**config.mk**
```make
export PLATFORM = sky130hd
export DESIGN_NAME = gpio_in_qual
export DESIGN_NICKNAME = d
export VERILOG_FILES = /design/src/rtl/gpq_pkg.sv /design/src/rtl/gpq_regs.sv /design/src/rtl/gpq_strobe.sv /design/src/rtl/gpq_pin.sv /design/src/rtl/gpio_in_qual.sv
export SDC_FILE = /design/constraint.sdc
export NUM_CORES = 1
export LEC_CHECK = 0
export CORE_MARGIN = 8
export CORE_UTILIZATION = 35
export CTS_CLUSTER_DIAMETER = 150
export DETAILED_ROUTE_END_ITERATION = 7
export RECOVER_POWER = 25
export SYNTH_ARGS = -nofsm -noshare
export SYNTH_HDL_FRONTEND = slang
export SYNTH_SLANG_ARGS = --single-unit
```
**constraint.sdc**
```tcl
create_clock -name clk_i -period 2.72 [get_ports clk_i]
set_input_delay 0.272 -clock clk_i [delete_from_list [all_inputs] [get_ports clk_i]]
set_output_delay 0.272 -clock clk_i [all_outputs]
set_load 0.02 [all_outputs]
```
**src/rtl/gpq_pkg.sv**
```systemverilog
package gpq_pkg;
  typedef enum logic [1:0] {
    QM_SYNC  = 2'b00,
    QM_Q3    = 2'b01,
    QM_Q6    = 2'b10,
    QM_ASYNC = 2'b11
  } qmode_e;
endpackage

```
**src/rtl/gpq_regs.sv**
```systemverilog
module gpq_regs #(
  parameter int NPINS   = 32,
  parameter int NGROUPS = 4,
  parameter int PERW    = 8,
  parameter int DW      = 32,
  parameter int AW      = 2
) (
  input  logic                    clk_i,
  input  logic                    rst_ni,
  input  logic                    we_i,
  input  logic [AW-1:0]           addr_i,
  input  logic [DW-1:0]           wdata_i,
  output logic [DW-1:0]           rdata_o,
  output logic [2*NPINS-1:0]      mode_o,
  output logic [NGROUPS*PERW-1:0] period_o,
  output logic                    per_wr_o
);
  localparam int NMREG = (2 * NPINS) / DW;
  localparam int PBITS = NGROUPS * PERW;

  logic [NMREG-1:0][DW-1:0] mode_q;
  logic [PBITS-1:0]         period_q;

  assign per_wr_o = we_i && (addr_i == AW'(NMREG));

  always_ff @(posedge clk_i or negedge rst_ni) begin
    if (!rst_ni) begin
      mode_q   <= '0;
      period_q <= '0;
    end else if (we_i) begin
      for (int m = 0; m < NMREG; m++)
        if (addr_i == AW'(m)) mode_q[m] <= wdata_i;
      if (per_wr_o) period_q <= wdata_i[PBITS-1:0];
    end
  end

  always_comb begin
    rdata_o = '0;
    for (int m = 0; m < NMREG; m++)
      if (addr_i == AW'(m)) rdata_o = mode_q[m];
    if (addr_i == AW'(NMREG)) rdata_o = DW'(period_q);
  end

  assign mode_o   = mode_q;
  assign period_o = period_q;
endmodule

```
**src/rtl/gpq_strobe.sv**
```systemverilog
module gpq_strobe #(
  parameter int PERW = 8
) (
  input  logic            clk_i,
  input  logic            rst_ni,
  input  logic [PERW-1:0] period_i,
  input  logic            reload_i,
  output logic            strobe_o
);
  localparam int CW = PERW + 1;

  logic [CW-1:0] cnt_q;
  logic [CW-1:0] limit;

  // sample every 2n clocks; count 0 .. 2n-1
  assign limit    = {period_i, 1'b0} - CW'(1);
  assign strobe_o = (period_i == '0) || (cnt_q == limit);

  always_ff @(posedge clk_i or negedge rst_ni) begin
    if (!rst_ni)                  cnt_q <= '0;
    else if (reload_i || strobe_o) cnt_q <= '0;
    else                          cnt_q <= cnt_q + CW'(1);
  end


  cnt_bound_chk: assert property (@(posedge clk_i) disable iff (!rst_ni)
    (period_i != '0) |-> (cnt_q <= limit));
endmodule

```
**src/rtl/gpq_pin.sv**
```systemverilog
module gpq_pin
  import gpq_pkg::*;
#(
  parameter int DEPTH = 6
) (
  input  logic   clk_i,
  input  logic   rst_ni,
  input  logic   pin_i,
  input  qmode_e mode_i,
  input  logic   strobe_i,
  output logic   gpio_o,
  output logic   periph_o
);
  logic             s1_q, s2_q, q_q;
  logic [DEPTH-2:0] sh_q;
  logic             agree3, agree6;

  assign agree3 = (sh_q[1:0] == {2{s2_q}});
  assign agree6 = (sh_q == {(DEPTH-1){s2_q}});

  always_ff @(posedge clk_i or negedge rst_ni) begin
    if (!rst_ni) begin
      s1_q <= 1'b0;
      s2_q <= 1'b0;
      sh_q <= '0;
      q_q  <= 1'b0;
    end else begin
      s1_q <= pin_i;
      s2_q <= s1_q;
      if (strobe_i) sh_q <= {sh_q[DEPTH-3:0], s2_q};
      unique case (mode_i)
        QM_Q3:   if (strobe_i && agree3) q_q <= s2_q;
        QM_Q6:   if (strobe_i && agree6) q_q <= s2_q;
        default: q_q <= s2_q;
      endcase
    end
  end

  assign gpio_o   = q_q;
  assign periph_o = (mode_i == QM_ASYNC) ? pin_i : q_q;

  logic [1:0] age_q;
  always_ff @(posedge clk_i or negedge rst_ni) begin
    if (!rst_ni)             age_q <= '0;
    else if (age_q != 2'd3)  age_q <= age_q + 2'd1;
  end


  sync_lat_chk: assert property (@(posedge clk_i) disable iff (!rst_ni)
    (age_q == 2'd3 && ($past(mode_i) == QM_SYNC || $past(mode_i) == QM_ASYNC))
      |-> (gpio_o == $past(pin_i, 3)));

  q_hold_chk: assert property (@(posedge clk_i) disable iff (!rst_ni)
    (!strobe_i && (mode_i == QM_Q3 || mode_i == QM_Q6)) |=> $stable(gpio_o));

  q3_reject_chk: assert property (@(posedge clk_i) disable iff (!rst_ni)
    (strobe_i && mode_i == QM_Q3 && !(sh_q[1] == s2_q && sh_q[0] == s2_q))
      |=> $stable(gpio_o));

  q6_reject_chk: assert property (@(posedge clk_i) disable iff (!rst_ni)
    (strobe_i && mode_i == QM_Q6 && ($countones({sh_q, s2_q}) != 0)
      && ($countones({sh_q, s2_q}) != DEPTH)) |=> $stable(gpio_o));
endmodule

```
**src/rtl/gpio_in_qual.sv**
```systemverilog
module gpio_in_qual
  import gpq_pkg::*;
#(
  parameter int NPINS = 32,
  parameter int GROUP = 8,
  parameter int PERW  = 8,
  parameter int DW    = 32,
  parameter int AW    = 2
) (
  input  logic             clk_i,
  input  logic             rst_ni,
  input  logic             reg_we_i,
  input  logic [AW-1:0]    reg_addr_i,
  input  logic [DW-1:0]    reg_wdata_i,
  output logic [DW-1:0]    reg_rdata_o,
  input  logic [NPINS-1:0] pin_i,
  output logic [NPINS-1:0] gpio_dat_o,
  output logic [NPINS-1:0] periph_o
);
  localparam int NGROUPS = NPINS / GROUP;

  logic [2*NPINS-1:0]      mode_w;
  logic [NGROUPS*PERW-1:0] period_w;
  logic                    per_wr;
  logic [NGROUPS-1:0]      strobe_w;

  gpq_regs #(
    .NPINS(NPINS), .NGROUPS(NGROUPS), .PERW(PERW), .DW(DW), .AW(AW)
  ) u_regs (
    .clk_i    (clk_i),
    .rst_ni   (rst_ni),
    .we_i     (reg_we_i),
    .addr_i   (reg_addr_i),
    .wdata_i  (reg_wdata_i),
    .rdata_o  (reg_rdata_o),
    .mode_o   (mode_w),
    .period_o (period_w),
    .per_wr_o (per_wr)
  );

  for (genvar g = 0; g < NGROUPS; g++) begin : g_grp
    gpq_strobe #(.PERW(PERW)) u_strobe (
      .clk_i    (clk_i),
      .rst_ni   (rst_ni),
      .period_i (period_w[g*PERW +: PERW]),
      .reload_i (per_wr),
      .strobe_o (strobe_w[g])
    );
  end

  for (genvar k = 0; k < NPINS; k++) begin : g_pin
    gpq_pin u_pin (
      .clk_i    (clk_i),
      .rst_ni   (rst_ni),
      .pin_i    (pin_i[k]),
      .mode_i   (qmode_e'(mode_w[2*k +: 2])),
      .strobe_i (strobe_w[k / GROUP]),
      .gpio_o   (gpio_dat_o[k]),
      .periph_o (periph_o[k])
    );
  end
endmodule

```
* Yosys cells after proc, flatten, opt, wreduce, memory -nomap -nowiden *
Index checks and enable logic that the tools add are counted.

storage, ports and cells
  bits in registers = 388
  latch bits = 0
  RAM bits = 0
  memory bits (read-only) = 0
  input port bits = 69
  memories = 0

cells by class
  add/subtract/negate cells = 8
  multipliers = 0
  div/mod/pow operators = 0
  $lt $le $gt $ge = 0
  equal/unequal tests = 230
  shift-type cells = 0
  multiplexer cells = 135
  bitwise gates (word level) = 0
  reductions and logical operators = 113

operators with widths
  kind                 number
  $eq 5x5->1           32
  $eq 2x2->1 const B   65
  $ne 2x1->1 const B   64
  $mux 1               96
  $mux 32              3
  $reduce_and 2->1     35
  $eq 2x1->1 const B   33
  $logic_and 1x1->1    65
  $eq 2x2->1           32
  $pmux 1 s2           32
  $add 9x1->9 const B  4
  $eq 9x9->1           4
  $mux 9               4
  $sub 9x1->9 const B  4
  $logic_not 8->1      4
  $logic_or 1x1->1     8
  $logic_not 2->1      1

* Depth between registers and ports, before layout *
  depth after elaboration = 6
  mapped depth = 13
  mapped depth without buffers = 8

* By module *
A second synthesis with hierarchy kept.

unflattened totals
  cells, all modules = 1,374
  area total of the unflattened synthesis = 17,904.7 um^2

by module, submodules not included
  module      instances  cells each  area an instance (um^2)  sequential area each (um^2)
  gpq_pin     32         25          340.3                    200.2
  gpq_regs    1          282         4,276.6                  2,402.3
  gpq_strobe  4          73          684.4                    225.2

* Worst setup path before layout *
No wires, ideal clock.

  path kind = register -> register
  from = register u_regs.period_q[16], in the netlist u_regs.period_o[16]
  to = register g_pin[17].u_pin.sh_q[0]
  data arrival time = 2.602 ns
  required time = 2.595 ns
  slack = -0.008 ns
  stages on the path, launching flop included = 11
  path buffers = 4
  period minus slack after synthesis = 2.728 ns
  path through = dfrtp_1 > buf_6 > or4_1 > or3_1 > a211oi_2 > o211ai_2 > and2_4 > buf_6 > buf_6 > buf_12 > mux2_4

on the way
  longest elaborated chain between the ends = 3
  elaborated cells between the ends (all ways) = 4
  those cells by class = add/sub (1); eq/ne (1); reduce/logical (2)

ends and longest elaborated chain
  what                      RTL line          text
  start: declaration        gpq_regs.sv:22    logic [PBITS-1:0] period_q;
  start signal: assignment  gpq_regs.sv:33    if (per_wr_o) period_q <= wdata_i[PBITS-1:0];
  $sub 9x1->9               gpq_strobe.sv:16  assign limit = {period_i, 1'b0} - CW'(1);
  $eq 9x9->1                gpq_strobe.sv:17  assign strobe_o = (period_i == '0) || (cnt_q == limit);
  $logic_or 1x1->1 *        gpq_strobe.sv:17
  end signal: assignment    gpq_pin.sv:30     if (strobe_i) sh_q <= {sh_q[DEPTH-3:0], s2_q};
  end: declaration          gpq_pin.sv:15     logic [DEPTH-2:0] sh_q;

Every way passes the cells marked *; elsewhere a longest branch is shown, timed or not.
A chain may end at the register's enable or synchronous reset.

* Worst setup path in the final report *
  from = register u_regs.period_q[16], in the netlist u_regs.period_o[16]
  to = register g_pin[19].u_pin.sh_q[2]

on the way
  longest elaborated chain between the ends = 3
  elaborated cells between the ends (all ways) = 4
  those cells by class = add/sub (1); eq/ne (1); reduce/logical (2)

ends and longest elaborated chain
  what                    RTL line
  $sub 9x1->9             gpq_strobe.sv:16
  $eq 9x9->1              gpq_strobe.sv:17
  $logic_or 1x1->1 *      gpq_strobe.sv:17
  end signal: assignment  gpq_pin.sv:30
  end: declaration        gpq_pin.sv:15

Marks and branches as above.

==> results.sh <==
export IMPL_wl_per_cell_um=18.1
export IMPL_drv_cap=0
export IMPL_cp_end_kind="register"
export IMPL_powerDensity_nw_per_um2=970
export IMPL_status="finished clean"
export IMPL_p_total_uw=22000
export IMPL_ys_types=54
export IMPL_tightest_slew_ns=1.35
export IMPL_avgSynthCellArea_um2=11.3
export IMPL_drtAntennaViolNets=0
export IMPL_drc_errors=0
export IMPL_syn_nets=1747
export IMPL_area_delta_synth_final_pct=19.8
export IMPL_ys_warn_count=0
export IMPL_p_leak_uw=0.0102
export IMPL_via_per_inst=5.11
export IMPL_cts_made_buffers=42
export IMPL_fin_crit_sh_pct=94.7
export IMPL_critPathKind="reg2reg"
export IMPL_synthAdderAreaFrac_pct=0.795
export IMPL_htreeDepth=2
export IMPL_nNetsFinal=1895
export IMPL_synthMuxAreaShare_pct=18.8
export IMPL_synth_simple_gate_area_share_pct=14.3
export IMPL_io_pin_count=165
export IMPL_p_comb_share_pct=31.5
export IMPL_num_rows=85
export IMPL_layout_drive_gt1_share_pct=23.2
export IMPL_cts_sinks=388
export IMPL_hpwl_mm=33.4
export IMPL_insertion_delay_ns=0.55
export IMPL_post_cts_buffers=0
export IMPL_syn_cell_area_um2=18900
export IMPL_antenna_found_initial=6
export IMPL_synth_compound_area_share_pct=5.61
export IMPL_grt_max_degree=95
export IMPL_postPlaceCellArea_um2=21200
export IMPL_maxSlewHeadroom_pct=10.0
export IMPL_cts_tree="yes"
export IMPL_cp_max_fo=25
export IMPL_clk_pin_slew_ns=0.06
export IMPL_synth_top_family_by_area="multiplexers"
export IMPL_root_buffer="clkbuf_16"
export IMPL_most_common_layout_cells="dfrtp_1, mux2_2, nand2_1"
export IMPL_clkPwrFrac_pct=26.9
export IMPL_ys_top_cells_by_area="dfrtp_1, mux2_2, nand2_1"
export IMPL_peakVddDrop_v=0.000456
export IMPL_synth_top_cell_area_share_pct=51.4
export IMPL_gp_congestion=0.813
export IMPL_seq_area_frac_synth_pct=51.4
export IMPL_p_switching_uw=7190
export IMPL_drtIter0Drc=757
export IMPL_grt_pass1_vias=13300
export IMPL_synthXorXnorAreaFrac_pct=4.52
export IMPL_hold_violations=0
export IMPL_grt_overflow=0
export IMPL_port_buffers=164
export IMPL_swShare_pct=32.7
export IMPL_die_area_um2=61700
export IMPL_required_ns=3.15
export IMPL_min_period_ns=2.58
export IMPL_startpoint_type="register"
export IMPL_ys_seq_elements=388
export IMPL_die_y_um=248
export IMPL_num_vias=13000
export IMPL_layout_cells_non_filler=2541
export IMPL_numPlacedInstances=2465
export IMPL_synthCells=1666
export IMPL_clock_fmax_mhz=388
export IMPL_final_area_um2=22600
export IMPL_rsz0062_at_grt="true"
export IMPL_dr_pass1_iters=5
export IMPL_core_area_um2=53600
export IMPL_synth_edff_count=0
export IMPL_ys_async_sr_fraction_pct=100
export IMPL_grt_pass1_wl_mm=73.4
export IMPL_internal_power_uw=14800
export IMPL_setup_viol=0
export IMPL_grt_usage_pct=14.9
export IMPL_cts_buffer_depth=3
export IMPL_fin_skew_ns=0.0154
export IMPL_layout_commonest_cell="dfrtp_1"
export IMPL_slew_violations=0
export IMPL_yosysTopAreaCell="dfrtp_1"
export IMPL_wl_mm=45.9
export IMPL_hold_path_class="in2reg"
export IMPL_ys_flop_type="dfrtp_1"
export IMPL_die_w_um=248
export IMPL_start_util_pct=35.3
export IMPL_seqPwrFrac_pct=41.6
export IMPL_worstPathArrival_ns=3.01
worst max-delay path: stages (launching register included):
cell      delay, ns
dfrtp_1        0.37
buf_4          0.16
inv_1          0.09
ha_1           0.29
xor2_1         0.17
nor4b_1        0.07
a32o_1         0.22
o211ai_2       0.29
and2_4         0.25
buf_12         0.19
mux2_2         0.35
layer usage:
layer / part of all wire (%) / global-route usage (%) / vias to the layer above
met5: 0.11 / 0 / -
met4: 2.7 / 4.97 / 8
met3: 4.8 / 3.21 / 85
met2: 47 / 24.0 / 218
met1: 45 / 19.9 / 6484
li1: - / - / 6195
synthesized netlist by cell type, types with 30 or more instances:
cell type,n
nand3_1,55
xor2_1,58
mux2_2,256
a21oi_1,30
dfrtp_1,388
nor2_1,72
clkbuf_1,43
nand2_1,198
o21ai_0,58
mux2i_1,33
buf_4,65
xnor2_1,37
nor3_1,66
and3_1,62
nand4_1,37
power by group through the flow:
| stage | clock network [µW] | logic [µW] | registers (µW) |
|---|---|---|---|
| CTS | 6060 | 7020 | 9140 |
| global route | 6330 | 7600 | 9450 |
| detailed placement | 0 | 6970 | 9240 |
| floorplan | 0 | 5460 | 8630 |
| finish | 5910 | 6920 | 9150 |
| global placement | 0 | 6820 | 9110 |
per-stage QoR:
step	TNS, ns	utilization [%]	hold WS (ns)	setup WS (ns)
after CTS	0	42.3	0.164	0.00869
after global routing	-0.00920	42.2	0.283	-0.00920
final	0	42.2	0.303	0.143
after floorplan	0	-	-0.0236	0.0135
after detailed placement	0	39.6	0.336	0.0285
after global placement	0	39.6	0.333	0.109
registers in the layout, summed over array words and instances, names as in the netlist:
register and cells:
g_pin.u_pin.gpio_o 32, u_regs.period_o 32, g_pin.u_pin.s2_q 32, u_regs.mode_o 64, g_grp.u_strobe.cnt_q 36, g_pin.u_pin.s1_q 32, g_pin.u_pin.sh_q 160
repair_timing:
item | 4_1_cts | 5_1_grt
hold endpoints to repair | 81 | 0
setup endpoints to repair | 0 | 115
hold buffers | 1 | 0
resized for setup | 0 | 6
cells by family (layout without fill, tap and decap cells):
family | Yosys count | in the layout
xor gates and xnor gates | 96 | 96
adders and majority gates | 12 | 12
DFF | 388 | 388
muxes | 313 | 313
buffers and inverters | 140 | 317
AOI/OAI and AO/OA | 164 | 164
and+or+nand+nor | 553 | 553
other | 0 | 2
area by class of cell:
type | count | area, µm²
antenna | 2 | 5.00
clock buffer | 60 | 1220
clock inverter | 13 | 205
fill | 5077 | 31000
inverter | 11 | 41.3
multi-input combinational | 1138 | 8380
sequential | 388 | 9710
tap | 696 | 871
timing repair buffer | 233 | 2210
worst paths after layout:
kind                                      endpoint  cells after the start           startpoint  slack (ns)
max in group asynchronous    g_pin[0].u_pin.gpio_o                      3               rst_ni        0.50
max                        g_pin[19].u_pin.sh_q[2]                     10  u_regs.period_o[16]        0.14
min reg2reg                    g_pin[8].u_pin.s2_q                      0  g_pin[8].u_pin.s1_q        0.34
min in group asynchronous     g_pin[13].u_pin.s1_q                      2               rst_ni        0.60
min                            g_pin[4].u_pin.s1_q                      1             pin_i[4]        0.30
max reg2reg                g_pin[19].u_pin.sh_q[2]                     10  u_regs.period_o[16]        0.14
(Power assumes the default switching activity.)
